==> src/rtl/i2c_reg_pkg.sv <==
package i2c_reg_pkg;
  typedef enum logic [2:0] {ST_IDLE, ST_RX, ST_ACK, ST_TX, ST_MACK} bus_st_e;
  typedef enum logic [1:0] {K_ADDR, K_PTR, K_DATA} byte_kind_e;

  localparam int unsigned STAT_W = 5;
  localparam int unsigned MODE_W = 5;

  localparam logic [7:0] OFS_CTRL   = 8'h02;
  localparam logic [7:0] OFS_CUR_HI = 8'h03;
  localparam logic [7:0] OFS_CUR_LO = 8'h04;
  localparam logic [7:0] OFS_STAT   = 8'h05;
  localparam logic [7:0] OFS_MODE   = 8'h06;
  localparam logic [7:0] OFS_RES    = 8'h07;

  localparam logic [7:0] RST_RES = 8'h83;
endpackage

==> src/rtl/i2c_bus_sync.sv <==
module i2c_bus_sync #(
  parameter int unsigned STAGES = 2
) (
  input  logic clk_i,
  input  logic rst_ni,
  input  logic scl_i,
  input  logic sda_i,
  output logic scl_o,
  output logic sda_o,
  output logic scl_rise_o,
  output logic scl_fall_o,
  output logic start_o,
  output logic stop_o
);
  logic [STAGES-1:0] scl_sh, sda_sh;
  logic scl_q, sda_q;

  always_ff @(posedge clk_i or negedge rst_ni) begin
    if (!rst_ni) begin
      scl_sh <= '1;
      sda_sh <= '1;
      scl_q  <= 1'b1;
      sda_q  <= 1'b1;
    end else begin
      scl_sh <= {scl_sh[STAGES-2:0], scl_i};
      sda_sh <= {sda_sh[STAGES-2:0], sda_i};
      scl_q  <= scl_sh[STAGES-1];
      sda_q  <= sda_sh[STAGES-1];
    end
  end

  assign scl_o      = scl_sh[STAGES-1];
  assign sda_o      = sda_sh[STAGES-1];
  assign scl_rise_o = scl_o & ~scl_q;
  assign scl_fall_o = ~scl_o & scl_q;
  assign start_o    = scl_o & scl_q & sda_q & ~sda_o;
  assign stop_o     = scl_o & scl_q & ~sda_q & sda_o;
endmodule

==> src/rtl/i2c_byte_engine.sv <==
module i2c_byte_engine
  import i2c_reg_pkg::*;
#(
  parameter logic [6:0] DEV_ADDR = 7'h0E
) (
  input  logic       clk_i,
  input  logic       rst_ni,
  input  logic       sda_i,
  input  logic       scl_rise_i,
  input  logic       scl_fall_i,
  input  logic       start_i,
  input  logic       stop_i,
  input  logic [7:0] rd_data_i,
  output logic [7:0] ptr_o,
  output logic       wr_en_o,
  output logic [7:0] wr_addr_o,
  output logic [7:0] wr_data_o,
  output logic       sda_oe_o,
  output logic       idle_o
);
  bus_st_e    st;
  byte_kind_e kind;
  logic [7:0] sh;
  logic [3:0] cnt;
  logic       rd, mack;

  always_ff @(posedge clk_i or negedge rst_ni) begin
    if (!rst_ni) begin
      st        <= ST_IDLE;
      kind      <= K_ADDR;
      sh        <= '0;
      cnt       <= '0;
      rd        <= 1'b0;
      mack      <= 1'b0;
      ptr_o     <= '0;
      wr_en_o   <= 1'b0;
      wr_addr_o <= '0;
      wr_data_o <= '0;
    end else begin
      wr_en_o <= 1'b0;
      if (stop_i) begin
        st <= ST_IDLE;
      end else if (start_i) begin
        st   <= ST_RX;
        kind <= K_ADDR;
        cnt  <= '0;
      end else begin
        unique case (st)
          ST_RX: begin
            if (scl_rise_i) begin
              sh  <= {sh[6:0], sda_i};
              cnt <= cnt + 4'd1;
            end else if (scl_fall_i && cnt == 4'd8) begin
              unique case (kind)
                K_ADDR: begin
                  if (sh[7:1] == DEV_ADDR) begin
                    rd <= sh[0];
                    st <= ST_ACK;
                  end else begin
                    st <= ST_IDLE;
                  end
                end
                K_PTR: begin
                  ptr_o <= sh;
                  st    <= ST_ACK;
                end
                default: begin
                  wr_en_o   <= 1'b1;
                  wr_addr_o <= ptr_o;
                  wr_data_o <= sh;
                  ptr_o     <= ptr_o + 8'd1;
                  st        <= ST_ACK;
                end
              endcase
            end
          end
          ST_ACK: begin
            if (scl_fall_i) begin
              cnt <= '0;
              if (kind == K_ADDR && rd) begin
                sh    <= rd_data_i;
                ptr_o <= ptr_o + 8'd1;
                st    <= ST_TX;
              end else begin
                kind <= (kind == K_ADDR) ? K_PTR : K_DATA;
                st   <= ST_RX;
              end
            end
          end
          ST_TX: begin
            if (scl_fall_i) begin
              sh  <= {sh[6:0], 1'b0};
              cnt <= cnt + 4'd1;
              if (cnt == 4'd7) st <= ST_MACK;
            end
          end
          ST_MACK: begin
            if (scl_rise_i) begin
              mack <= ~sda_i;
            end else if (scl_fall_i) begin
              if (mack) begin
                sh    <= rd_data_i;
                ptr_o <= ptr_o + 8'd1;
                cnt   <= '0;
                st    <= ST_TX;
              end else begin
                st <= ST_IDLE;
              end
            end
          end
          default: ;
        endcase
      end
    end
  end

  assign sda_oe_o = (st == ST_ACK) || (st == ST_TX && !sh[7]);
  assign idle_o   = (st == ST_IDLE);
endmodule

==> src/rtl/i2c_reg_file.sv <==
module i2c_reg_file
  import i2c_reg_pkg::*;
#(
  parameter int unsigned CUR_W = 10
) (
  input  logic              clk_i,
  input  logic              rst_ni,
  input  logic              wr_en_i,
  input  logic [7:0]        wr_addr_i,
  input  logic [7:0]        wr_data_i,
  input  logic [7:0]        rd_addr_i,
  input  logic [STAT_W-1:0] status_i,
  output logic [7:0]        rd_data_o,
  output logic              ring_en_o,
  output logic [CUR_W-1:0]  current_o,
  output logic [MODE_W-1:0] mode_o,
  output logic [7:0]        res_code_o,
  output logic              commit_o,
  output logic              soft_rst_o
);
  localparam int unsigned HI_W = CUR_W - 8;

  logic [HI_W-1:0] cur_hi;
  logic [7:0]      cur_lo;

  always_ff @(posedge clk_i or negedge rst_ni) begin
    if (!rst_ni) begin
      ring_en_o  <= 1'b1;
      cur_hi     <= '0;
      cur_lo     <= '0;
      current_o  <= '0;
      mode_o     <= '0;
      res_code_o <= RST_RES;
      commit_o   <= 1'b0;
      soft_rst_o <= 1'b0;
    end else begin
      commit_o   <= 1'b0;
      soft_rst_o <= 1'b0;
      if (wr_en_i) begin
        unique case (wr_addr_i)
          OFS_CTRL: begin
            if (wr_data_i[0]) begin
              ring_en_o  <= 1'b1;
              cur_hi     <= '0;
              cur_lo     <= '0;
              current_o  <= '0;
              mode_o     <= '0;
              res_code_o <= RST_RES;
              soft_rst_o <= 1'b1;
            end else begin
              ring_en_o <= wr_data_i[1];
            end
          end
          OFS_CUR_HI: cur_hi <= wr_data_i[HI_W-1:0];
          OFS_CUR_LO: begin
            cur_lo    <= wr_data_i;
            current_o <= {cur_hi, wr_data_i};
            commit_o  <= 1'b1;
          end
          OFS_MODE: mode_o     <= wr_data_i[MODE_W-1:0];
          OFS_RES:  res_code_o <= wr_data_i;
          default: ;
        endcase
      end
    end
  end

  always_comb begin
    rd_data_o = '0;
    unique case (rd_addr_i)
      OFS_CTRL:   rd_data_o = {6'b0, ring_en_o, 1'b0};
      OFS_CUR_HI: rd_data_o[HI_W-1:0] = cur_hi;
      OFS_CUR_LO: rd_data_o = cur_lo;
      OFS_STAT:   rd_data_o[STAT_W-1:0] = status_i;
      OFS_MODE:   rd_data_o[MODE_W-1:0] = mode_o;
      OFS_RES:    rd_data_o = res_code_o;
      default: ;
    endcase
  end
endmodule

==> src/rtl/i2c_reg_target.sv <==
module i2c_reg_target
  import i2c_reg_pkg::*;
#(
  parameter logic [6:0]  DEV_ADDR    = 7'h0E,
  parameter int unsigned SYNC_STAGES = 2,
  parameter int unsigned CUR_W       = 10
) (
  input  logic              clk_i,
  input  logic              rst_ni,
  input  logic              scl_i,
  input  logic              sda_i,
  output logic              sda_oe_o,
  input  logic [STAT_W-1:0] status_i,
  output logic              ring_en_o,
  output logic [CUR_W-1:0]  current_o,
  output logic [MODE_W-1:0] mode_o,
  output logic [7:0]        res_code_o,
  output logic              commit_o,
  output logic              soft_rst_o
);
  logic scl_s, sda_s, scl_rise, scl_fall, start, stop;
  logic [7:0] ptr, rd_data, wr_addr, wr_data;
  logic wr_en, bus_idle;

  i2c_bus_sync #(.STAGES(SYNC_STAGES)) u_sync (
    .clk_i, .rst_ni, .scl_i, .sda_i,
    .scl_o(scl_s), .sda_o(sda_s), .scl_rise_o(scl_rise), .scl_fall_o(scl_fall),
    .start_o(start), .stop_o(stop)
  );

  i2c_byte_engine #(.DEV_ADDR(DEV_ADDR)) u_eng (
    .clk_i, .rst_ni, .sda_i(sda_s), .scl_rise_i(scl_rise), .scl_fall_i(scl_fall),
    .start_i(start), .stop_i(stop), .rd_data_i(rd_data), .ptr_o(ptr),
    .wr_en_o(wr_en), .wr_addr_o(wr_addr), .wr_data_o(wr_data),
    .sda_oe_o, .idle_o(bus_idle)
  );

  i2c_reg_file #(.CUR_W(CUR_W)) u_regs (
    .clk_i, .rst_ni, .wr_en_i(wr_en), .wr_addr_i(wr_addr), .wr_data_i(wr_data),
    .rd_addr_i(ptr), .status_i, .rd_data_o(rd_data), .ring_en_o, .current_o,
    .mode_o, .res_code_o, .commit_o, .soft_rst_o
  );
endmodule

==> config.mk <==
export PLATFORM = sky130hd
export DESIGN_NAME = i2c_reg_target
export DESIGN_NICKNAME = d
export VERILOG_FILES = /design/src/rtl/i2c_reg_pkg.sv /design/src/rtl/i2c_bus_sync.sv /design/src/rtl/i2c_byte_engine.sv /design/src/rtl/i2c_reg_file.sv /design/src/rtl/i2c_reg_target.sv
export SDC_FILE = /design/constraint.sdc
export NUM_CORES = 1
export LEC_CHECK = 0
export BUFFER_PORTS_ARGS = -buffer_cell sky130_fd_sc_hd__buf_2
export CORE_MARGIN = 5
export CORE_UTILIZATION = 44
export DETAILED_ROUTE_END_ITERATION = 12
export GPL_ROUTABILITY_DRIVEN = 0
export GPL_TIMING_DRIVEN = 0
export PLACE_DENSITY = 0.69
export SETUP_SLACK_MARGIN = 0.02
export SLEW_MARGIN = 20
export SYNTH_ARGS = -nofsm -noshare
export SYNTH_HDL_FRONTEND = slang
export SYNTH_HIERARCHICAL = 1
export SYNTH_SLANG_ARGS = --single-unit
export TNS_END_PERCENT = 5
==> constraint.sdc <==
create_clock -name clk_i -period 2.86 [get_ports clk_i]
set_clock_uncertainty 0.15 [all_clocks]
set_input_delay 0.572 -clock clk_i [delete_from_list [all_inputs] [get_ports clk_i]]
set_output_delay 0.572 -clock clk_i [all_outputs]
set_load 0.05 [all_outputs]
==> results of run 1 <==
path summary, 6_finish.rpt:
kind                                                  from                          endpoint  depth (start not counted)
worst max register to register      u_sync/scl_q$_DFF_PN1_        u_eng/ptr_o[3]$_DFFE_PN0P_                          6
worst max-delay path                u_sync/scl_q$_DFF_PN1_        u_eng/ptr_o[3]$_DFFE_PN0P_                          6
max in group asynchronous                           rst_ni  u_regs/res_code_o[0]$_DFFE_PN1P_                          3
worst min register to register  u_sync/sda_sh[0]$_DFF_PN1_        u_sync/sda_sh[1]$_DFF_PN1_                          0
min in group asynchronous                           rst_ni      u_regs/cur_hi[1]$_DFFE_PN0P_                          2
worst min-delay path                                 scl_i        u_sync/scl_sh[0]$_DFF_PN1_                          1
sequential cells by signal, summed over array words and instances (netlist names), 2 cells and up:
signal             cells
u_eng/st               3
u_eng/cnt              4
u_sync/scl_sh          2
u_eng/wr_data_o        8
u_regs/res_code_o      8
u_regs/cur_hi          2
u_eng/kind             2
u_eng/ptr_o            8
u_eng/sh               8
u_regs/current_o      10
u_sync/sda_sh          2
u_eng/wr_addr_o        8
u_regs/mode_o          5
cell type report:
cell class,instances,share of cell area [%]
repair buffers,37,4.43
clock inverters,7,1.78
clock buffers,9,2.55
inverters,19,1.47
multi-input cells,266,43.0
flip-flops and latches,78,40.5
plain buffers,22,2.89
well taps,133,3.43
critical path: cells and delay by family (launching register included):
family,cells,cell delay [ps]
simple gates,3,920
compound gates,2,770
flops,1,550
buf+inv,1,140
cells in the final DEF, fill, tap and decap left out, types with 3 or more instances in the layout:
master	n
a22oi_2	6
clkbuf_1	5
mux4_2	3
buf_2	44
nand3_1	13
and2_1	3
ha_1	3
a2bb2oi_1	3
dfrtp_1	68
nor3_1	3
nand2_1	32
nand4bb_1	3
nor2_1	15
o31a_1	3
mux2i_1	13
mux2_4	7
a22o_1	21
buf_4	3
dfstp_2	10
o21ai_0	20
or4_1	3
nand3b_1	5
clkbuf_8	9
a22oi_1	4
a21oi_1	11
nor2b_1	11
inv_1	19
o211ai_1	14
mux2_2	14
buf_6	5
and3_1	5
inv_6	3
layer usage:
layer / routed length [µm] / global-route usage, % / vias to the layer above / share of wire, %
met5: 0 / 0 / - / 0
met4: 95 / 5.68 / 0 / 0.93
met3: 373 / 2.51 / 8 / 3.7
met2: 5110 / 30.3 / 64 / 50
met1: 4590 / 25.5 / 1653 / 45
li1: - / - / 1533 / -
through the flow:
step | utilization (%) | instances
6_report | 50.6 | 571
5_1_grt | 50.6 | 571
4_1_cts | 50.6 | 571
3_5_place_dp | 48.3 | 554
3_3_place_gp | 48.0 | 553
2_1_floorplan | - | 385
power breakdown:
group | switching [mW] | internal, mW | total, mW
sequential | 0.121 | 1.18 | 1.30
clock | 0.452 | 0.425 | 0.876
combinational | 0.154 | 0.180 | 0.334
total | 0.727 | 1.79 | 2.52
==> impl_results.md, run 1 <==
- Status: finished, final reports clean
- # rows: 36
- Drt initial violations: 173
- Final setup viols: 0
- Io pins: 36
- WHS: 168 ps
- Cell Chain, Critical Path: nor2b_1 > nand4bb_1 > o32ai_2 > and2_1 > buf_6 > a22oi_2
- Number of routed nets with antenna violations: 0
- Critical path's largest stage delay: 690 ps
- Ratio of cells with drive above 1 in the final layout: 28.5%
- CP required: 2940 ps
- Setup WS post-layout: 201 ps
- Synth Net Count: 397
- Clock buffer depth: 2
- Worst Setup End Kind: flop
- Residual DRC: 0
- Antenna violations before repair: 0
- Place WS: 256 ps
- Total global-route track usage: 18.5%
- Global route overflow: 0
- Nets: 445
- Die span in y: 108 µm
- R2R setup slack: 200 ps
- Register area: 1960 µm²
- Hold WC Path Type: in2reg
- Startpoint types: flop
- CTS root buf: clkbuf_8
- RSZ-0062 raised after global routing: false
- Final instance area: 4850 µm²
- Post-cts resize count: 0
- Area of the multi-input gates: 2090 µm²
- Mapped cell area: 4260 µm²
- Yosys warning count: 6
- Leak: 2.19 nW
- CTS Buf Count: 9
- Tightest Pin Transition: 713 ps
- Rel. slew slack: 52.5%
- Ant diodes: 0
- Setup TNS: 0 ps
- Via-per-instance ratio: 5.71
- Hold Buf Count CTS: 1
- Die width: 108 µm
- Max Fclk: 376 MHz
- Starting Density: 44.4%
- Pwr dens: 518 nW/µm²
- PortBufs: 35
- Min Tclk post-route: 2660 ps
- H-tree levels: 3
- Fillers: 872
- Area after DPL: 4630 µm²
- Final slew viol count: 0
- CP max stage cell: o32ai_2
- Max rail drop VDD: 253 µV
- Core area: 9590 µm²
- DR vias: 3258
- Max Cap Violations: 0
- Setup CP Type: reg2reg
- Endpoints failing hold: 0
- Crit share post-route: 93.0%
- Pre-antenna DRT Iters: 4
- Synth Instances: 385
- CTS clk-pin slew, worst paths: 80 ps
- TritonCTS clock tree: yes
- CP arrival: 2730 ps
- First-pass GRT wire length: 17300 µm
- Die area: 11800 µm²
- Total power: 2.52 mW
- Drt wl/cell: 17.8 µm
- Clk Latency, worst-skew pair: 360 ps
- Total Wirelength: 10200 µm
- DP Wirelength: 7430 µm
- Largest net degree at the start of global routing: 52
- Syn-to-layout area delta: 13.9%
- Vias in the first global route: 3377
- Mean post-synth cell area: 11.1 µm²
- Sink Count: 78
- Post-CTS Setup Bufs: 0
- Crit-path max FO: 9
(Power assumes the default switching activity.)
==> inputs of run 2 (changes only) <==
--- a/config.mk
+++ b/config.mk
@@ -5,17 +5,18 @@
 export SDC_FILE = /design/constraint.sdc
 export NUM_CORES = 1
 export LEC_CHECK = 0
+export ABC_AREA = 1
 export BUFFER_PORTS_ARGS = -buffer_cell sky130_fd_sc_hd__buf_2
 export CORE_MARGIN = 5
-export CORE_UTILIZATION = 44
+export CORE_UTILIZATION = 49
 export DETAILED_ROUTE_END_ITERATION = 12
 export GPL_ROUTABILITY_DRIVEN = 0
 export GPL_TIMING_DRIVEN = 0
-export PLACE_DENSITY = 0.69
+export PLACE_DENSITY = 0.74
 export SETUP_SLACK_MARGIN = 0.02
 export SLEW_MARGIN = 20
 export SYNTH_ARGS = -nofsm -noshare
 export SYNTH_HDL_FRONTEND = slang
 export SYNTH_HIERARCHICAL = 1
 export SYNTH_SLANG_ARGS = --single-unit
-export TNS_END_PERCENT = 5
+export TNS_END_PERCENT = 50
==> impl_results.md, run 2 <==
- Status: finished, final reports clean
- Total global-route track usage: 20.9% (+2.4 points)
- Mapped cell area: 4560 µm² (+7.0%)
- Area after DPL: 4910 µm² (+5.9%)
- Residual DRC: 0 (unchanged)
- DR vias: 4212 (+29%)
- TritonCTS clock tree: yes
- Rel. slew slack: 56.6% (+4.2 points)
- DP Wirelength: 8490 µm (+14%)
- Die area: 11300 µm² (-3.5%)
- CP required: 2950 ps (about the same)
- Nets: 685 (+54%)
- Max Fclk: 426 MHz (+13%)
- First-pass GRT wire length: 19200 µm (+11%)
- Die span in y: 106 µm (-1.8%)
- Worst Setup End Kind: flop
- Die width: 106 µm (-1.8%)
- CTS root buf: clkbuf_8
- Mean post-synth cell area: 7.29 µm² (-34%)
- R2R depth: 9 (+3)
- Leak: 2.72 nW (+25%)
- Commonest non-fill, non-tap cell in the layout: nand2_1
- Number of flip-flops in the largest register: 10 (unchanged)
- Post-CTS Setup Bufs: 0 (unchanged)
- CTS Buf Count: 9 (unchanged)
- Max rail drop VDD: 559 µV (+120%)
- Startpoint types: flop
- Drt initial violations: 267 (+54%)
- CTS clk-pin slew, worst paths: 90 ps (about the same)
- Setup TNS: 0 ps (unchanged)
- Crit. Startpoint: u_sync/scl_sh[1]$_DFF_PN1_
- Core area: 9150 µm² (-4.6%)
- Antenna violations before repair: 0 (unchanged)
- Ratio of cells with drive above 1 in the final layout: 16.7% (-12 points)
- Endpoints failing hold: 0 (unchanged)
- Syn-to-layout area delta: 12.3%
- Synth Instances: 626 (+63%)
- Synth Net Count: 638 (+61%)
- Pre-antenna DRT Iters: 5 (+1)
- Starting Density: 49.8% (+5.4 points)
- Max Cap Violations: 0 (unchanged)
- WHS: 4.95 ps (-163 ps)
- # rows: 35 (-2.8%)
- Tightest Pin Transition: 647 ps (-65.8 ps)
- Place WS: 566 ps (+310 ps)
- Min Tclk post-route: 2340 ps (-314 ps)
- Global route overflow: 0 (unchanged)
- Clk Latency, worst-skew pair: 350 ps (about the same)
- Total Wirelength: 11200 µm (+10%)
- Hold WC Path Type: in2async
- CP arrival: 2430 ps (-300 ps)
- Clock buffer depth: 2 (unchanged)
- Hold Buf Count CTS: 0 (-1)
- Via-per-instance ratio: 5.34 (-6.4%)
- Most frequent cells in the layout: nand2_1 (224), nand3_1 (73), inv_1 (70)
- Io pins: 36 (unchanged)
- Biggest register: u_regs/current_o
- Number of routed nets with antenna violations: 0 (unchanged)
- Final setup viols: 0 (unchanged)
- Ant diodes: 0 (unchanged)
- Largest net degree at the start of global routing: 47 (-9.6%)
- Non-Filler Instances: 789 (+38%)
- Yosys warning count: 6 (unchanged)
- Drt wl/cell: 14.2 µm (-20%)
- PortBufs: 35 (unchanged)
- Post-cts resize count: 0 (unchanged)
- Final instance area: 5120 µm² (+5.5%)
- Crit share post-route: 82.0% (-11 points)
- Final slew viol count: 0 (unchanged)
- Pwr dens: 827 nW/µm² (+60%)
- Crit-path max FO: 10 (+1)
- H-tree levels: 3 (unchanged)
- Vias in the first global route: 4047 (+20%)
- RR Startpoint: u_sync/scl_sh[1]$_DFF_PN1_
- Setup WS post-layout: 515 ps (+314 ps)
- DP Cell Count: 773 (+40%)
- RSZ-0062 raised after global routing: false
- Sink Count: 78 (unchanged)
- Setup CP Type: reg2reg
run 2: path summary, 6_finish.rpt:
path / endpoint / slack, ps
setup / recovery: u_eng/cnt[3]$_DFFE_PN0P_ / 520
hold / removal: u_regs/soft_rst_o$_DFF_PN0_ / 5
setup reg to reg: u_eng/cnt[3]$_DFFE_PN0P_ / 520
hold reg to reg: u_sync/sda_sh[1]$_DFF_PN1_ / 210
max in group asynchronous: u_regs/res_code_o[7]$_DFFE_PN1P_ / 1930
min in group clk_i: u_sync/scl_sh[0]$_DFF_PN1_ / 170
run 2: final cells by class:
type,count,area [µm²]
plain buffers,13,93.8
clock buffers,10,128
clock inverters,6,87.6
fillers,858,4030
inverters,76,288
multi-input cells,459,2220
flip-flops and latches,78,1960
well taps,111,139
repair buffers,36,205
run 2: critical path, stage by stage (launching register included):
cell and delay, ps:
dfstp_2 560, nand2_1 70, nor2_1 330, clkinv_1 390, nand4_1 200, nand2_1 70, nor2_1 100, nand4_1 200
nand2_1 110, nand2_1 60
run 2: per-layer routing:
metal | up-vias | GRT usage [%] | wire length, µm
li1 | 2087 | - | -
met1 | 1967 | 26.3 | 4840
met2 | 135 | 37.4 | 5540
met3 | 23 | 2.43 | 585
met4 | 0 | 6.58 | 221
met5 | - | 0 | 0
run 2: where the power goes:
part / leakage (nW) / internal, mW / total, mW / switching (mW)
Sequential: 1.03 / 1.26 / 1.45 / 0.193
Clock: 0.110 / 0.492 / 0.893 / 0.401
Combinational: 1.58 / 0.605 / 1.89 / 1.29
Total: 2.72 / 2.36 / 4.24 / 1.88
run 2: stage by stage:
| step | utilization [%] | total power [mW] |
|---|---|---|
| after detailed placement | 53.6 | 3.33 |
| after floorplan | - | 2.88 |
| after global placement | 53.3 | 3.27 |
| final | 56.0 | 4.24 |
| after CTS | 56.0 | 4.24 |
| after global routing | 56.0 | 4.59 |
==> inputs of run 3 (changes only) <==
--- a/config.mk
+++ b/config.mk
@@ -12,7 +12,7 @@
 export DETAILED_ROUTE_END_ITERATION = 12
 export GPL_ROUTABILITY_DRIVEN = 0
 export GPL_TIMING_DRIVEN = 0
-export PLACE_DENSITY = 0.74
+export PLACE_DENSITY = 0.77
 export SETUP_SLACK_MARGIN = 0.02
 export SLEW_MARGIN = 20
 export SYNTH_ARGS = -nofsm -noshare
==> constraint.sdc (replaced) <==
create_clock -name clk_i -period 2.07 [get_ports clk_i]
set_clock_uncertainty 0.15 [all_clocks]
set_input_delay 0.414 -clock clk_i [delete_from_list [all_inputs] [get_ports clk_i]]
set_output_delay 0.414 -clock clk_i [all_outputs]
set_load 0.05 [all_outputs]
==> impl_results.md, run 3 (synthesized netlist as in run 2, its figures left out) <==
- Status: finished, final reports clean
- DR vias: 4171 (-0.97%)
- CP required: 1510 ps (-1440 ps)
- Syn-to-layout area delta: 14.1%
- Critical path's largest stage delay: 450 ps (-110 ps)
- WHS: 208 ps (+203 ps)
- Final setup viols: 0 (unchanged)
- Pre-antenna DRT Iters: 5 (unchanged)
- DP Cell Count: 773 (unchanged)
- DP Wirelength: 8150 µm (-4.1%)
- Top sig layer: met4
- Global route overflow: 0 (unchanged)
- Drt wl/cell: 14.0 µm (-1.3%)
- Starting Density: 49.8% (unchanged)
- Total Wirelength: 11100 µm (-0.80%)
- Startpoint types: flop
- CP max stage cell: dfrtp_1
- Endpoints failing hold: 0 (unchanged)
- Met3 Wirelength: 707 µm (+21%)
- Leak: 2.73 nW (+0.39%)
- Number of routed nets with antenna violations: 0 (unchanged)
- Max rail drop VDD: 942 µV (+68%)
- Crit share post-route: 95.5%
- Largest net degree at the start of global routing: 41 (-13%)
- Final slew viol count: 0 (unchanged)
- Non-Filler Instances: 793 (+0.51%)
- Clk Latency, worst-skew pair: 350 ps (about the same)
- Sink Count: 78 (unchanged)
- # rows: 35 (unchanged)
- First-pass GRT wire length: 19000 µm (-1.4%)
- Residual DRC: 0 (unchanged)
- CTS clk-pin slew, worst paths: 80 ps (about the same)
- Hold WC Path Type: reg2reg
- WL met2: 5400 µm (-2.5%)
- Vias in the first global route: 4037 (-0.25%)
- Min Tclk post-route: 1980 ps
- Worst Setup End Kind: output port
- Commonest non-fill, non-tap cell in the layout: nand2_1
- Crit-path max FO: 6 (-4)
- M1 wire length: 4830 µm (-0.12%)
- Max Cap Violations: 0 (unchanged)
- Antenna violations before repair: 0 (unchanged)
- Via-per-instance ratio: 5.26 (-1.5%)
- Setup CP Type: reg2out
- Drt initial violations: 385 (+44%)
- CP arrival: 1410 ps (-1020 ps)
- Die span in y: 106 µm (unchanged)
- Ratio of cells with drive above 1 in the final layout: 18.8% (+2.1 points)
- Total global-route track usage: 20.5% (-0.37 points)
- R2R depth: 9 (unchanged)
- RSZ-0062 raised after global routing: true
- Rel. slew slack: 65.7% (+9.1 points)
- CTS root buf: clkbuf_8
- Die width: 106 µm (unchanged)
- Pwr dens: 1120 nW/µm² (+35%)
- H-tree levels: 3 (unchanged)
- PortBufs: 35 (unchanged)
- CTS Buf Count: 9 (unchanged)
- Util after Layout: 56.9% (+0.93 points)
- Max Fclk: 506 MHz
- Most frequent cells in the layout: nand2_1 (224), nand3_1 (72), inv_1 (70)
- TritonCTS clock tree: yes
- Die area: 11300 µm² (unchanged)
- Number of flip-flops in the largest register: 10 (unchanged)
- Tightest Pin Transition: 515 ps (-132 ps)
- Clock buffer depth: 2 (unchanged)
- Cell Chain, Critical Path: inv_2 > nand2_2 > a21oi_1 > buf_4
- Nets: 689 (+0.58%)
- Hold depth: 0
- Io pins: 36 (unchanged)
- Ant diodes: 0 (unchanged)
- Core area: 9150 µm² (unchanged)
- Biggest register: u_regs/current_o
-- run 3: where the power goes --
group          total, mW  switching, mW  internal (mW)
sequential          2.01          0.268           1.74
clock               1.16          0.595          0.567
combinational       2.66           1.79          0.862
total               5.83           2.66           3.17
-- run 3: what timing repair did --
| action | CTS | global route |
|---|---|---|
| cloned | 0 | 0 |
| setup endpoints to repair | 33 | 42 |
| gates resized for setup | 9 | 25 |
| pin swaps | 1 | 0 |
| hold endpoints to repair | 33 | 0 |
| hold buffers | 3 | 0 |
| setup buffers | 1 | 0 |
-- run 3: stage by stage --
| step | instance area (µm²) | setup slack, ps | setup TNS, ps | power, mW |
|---|---|---|---|---|
| after floorplan | 4560 | 111 | 0 | 3.98 |
| after global placement | 4880 | -189 | -8670 | 4.51 |
| after detailed placement | 4900 | -220 | -4110 | 4.57 |
| after CTS | 5150 | 22.3 | 0 | 5.78 |
| after global routing | 5210 | -32.9 | -157 | 6.32 |
| final | 5210 | 93.1 | 0 | 5.83 |
-- run 3: worst max-delay path, delay by kind of cell, from the launching register on --
| kind | cells | cell delay (ps) |
|---|---|---|
| AO/OA/AOI/OAI | 1 | 150 |
| buffers and inverters | 2 | 360 |
| flip-flops | 1 | 450 |
| AND/OR/NAND/NOR | 1 | 110 |
-- run 3: per-layer routing --
| metal | track usage [%] | vias up |
|---|---|---|
| met5 | 0 | - |
| li1 | - | 2102 |
| met1 | 26.1 | 1924 |
| met3 | 4.25 | 16 |
| met2 | 35.7 | 129 |
| met4 | 5.11 | 0 |
-- run 3: layout make-up --
class	count	area, µm²
Buffer	13	105
Clock buffer	10	128
Clock inverter	6	68.8
Fill cell	834	3950
Inverter	76	290
Multi-Input combinational cell	459	2270
Sequential cell	78	1970
Tap cell	111	139
Timing Repair Buffer	40	238
-- run 3: final timing paths --
path	end	start	slack, ps
setup / recovery	sda_oe_o	u_eng/st[2]$_DFFE_PN0P_	90
hold / removal	u_sync/scl_sh[1]$_DFF_PN1_	u_sync/scl_sh[0]$_DFF_PN1_	210
setup reg to reg	u_eng/cnt[2]$_DFFE_PN0P_	u_sync/scl_sh[1]$_DFF_PN1_	120
hold reg to reg	u_sync/scl_sh[1]$_DFF_PN1_	u_sync/scl_sh[0]$_DFF_PN1_	210
max in group asynchronous	u_regs/res_code_o[7]$_DFFE_PN1P_	rst_ni	710
min in group asynchronous	u_regs/current_o[8]$_DFFE_PN0P_	rst_ni	420
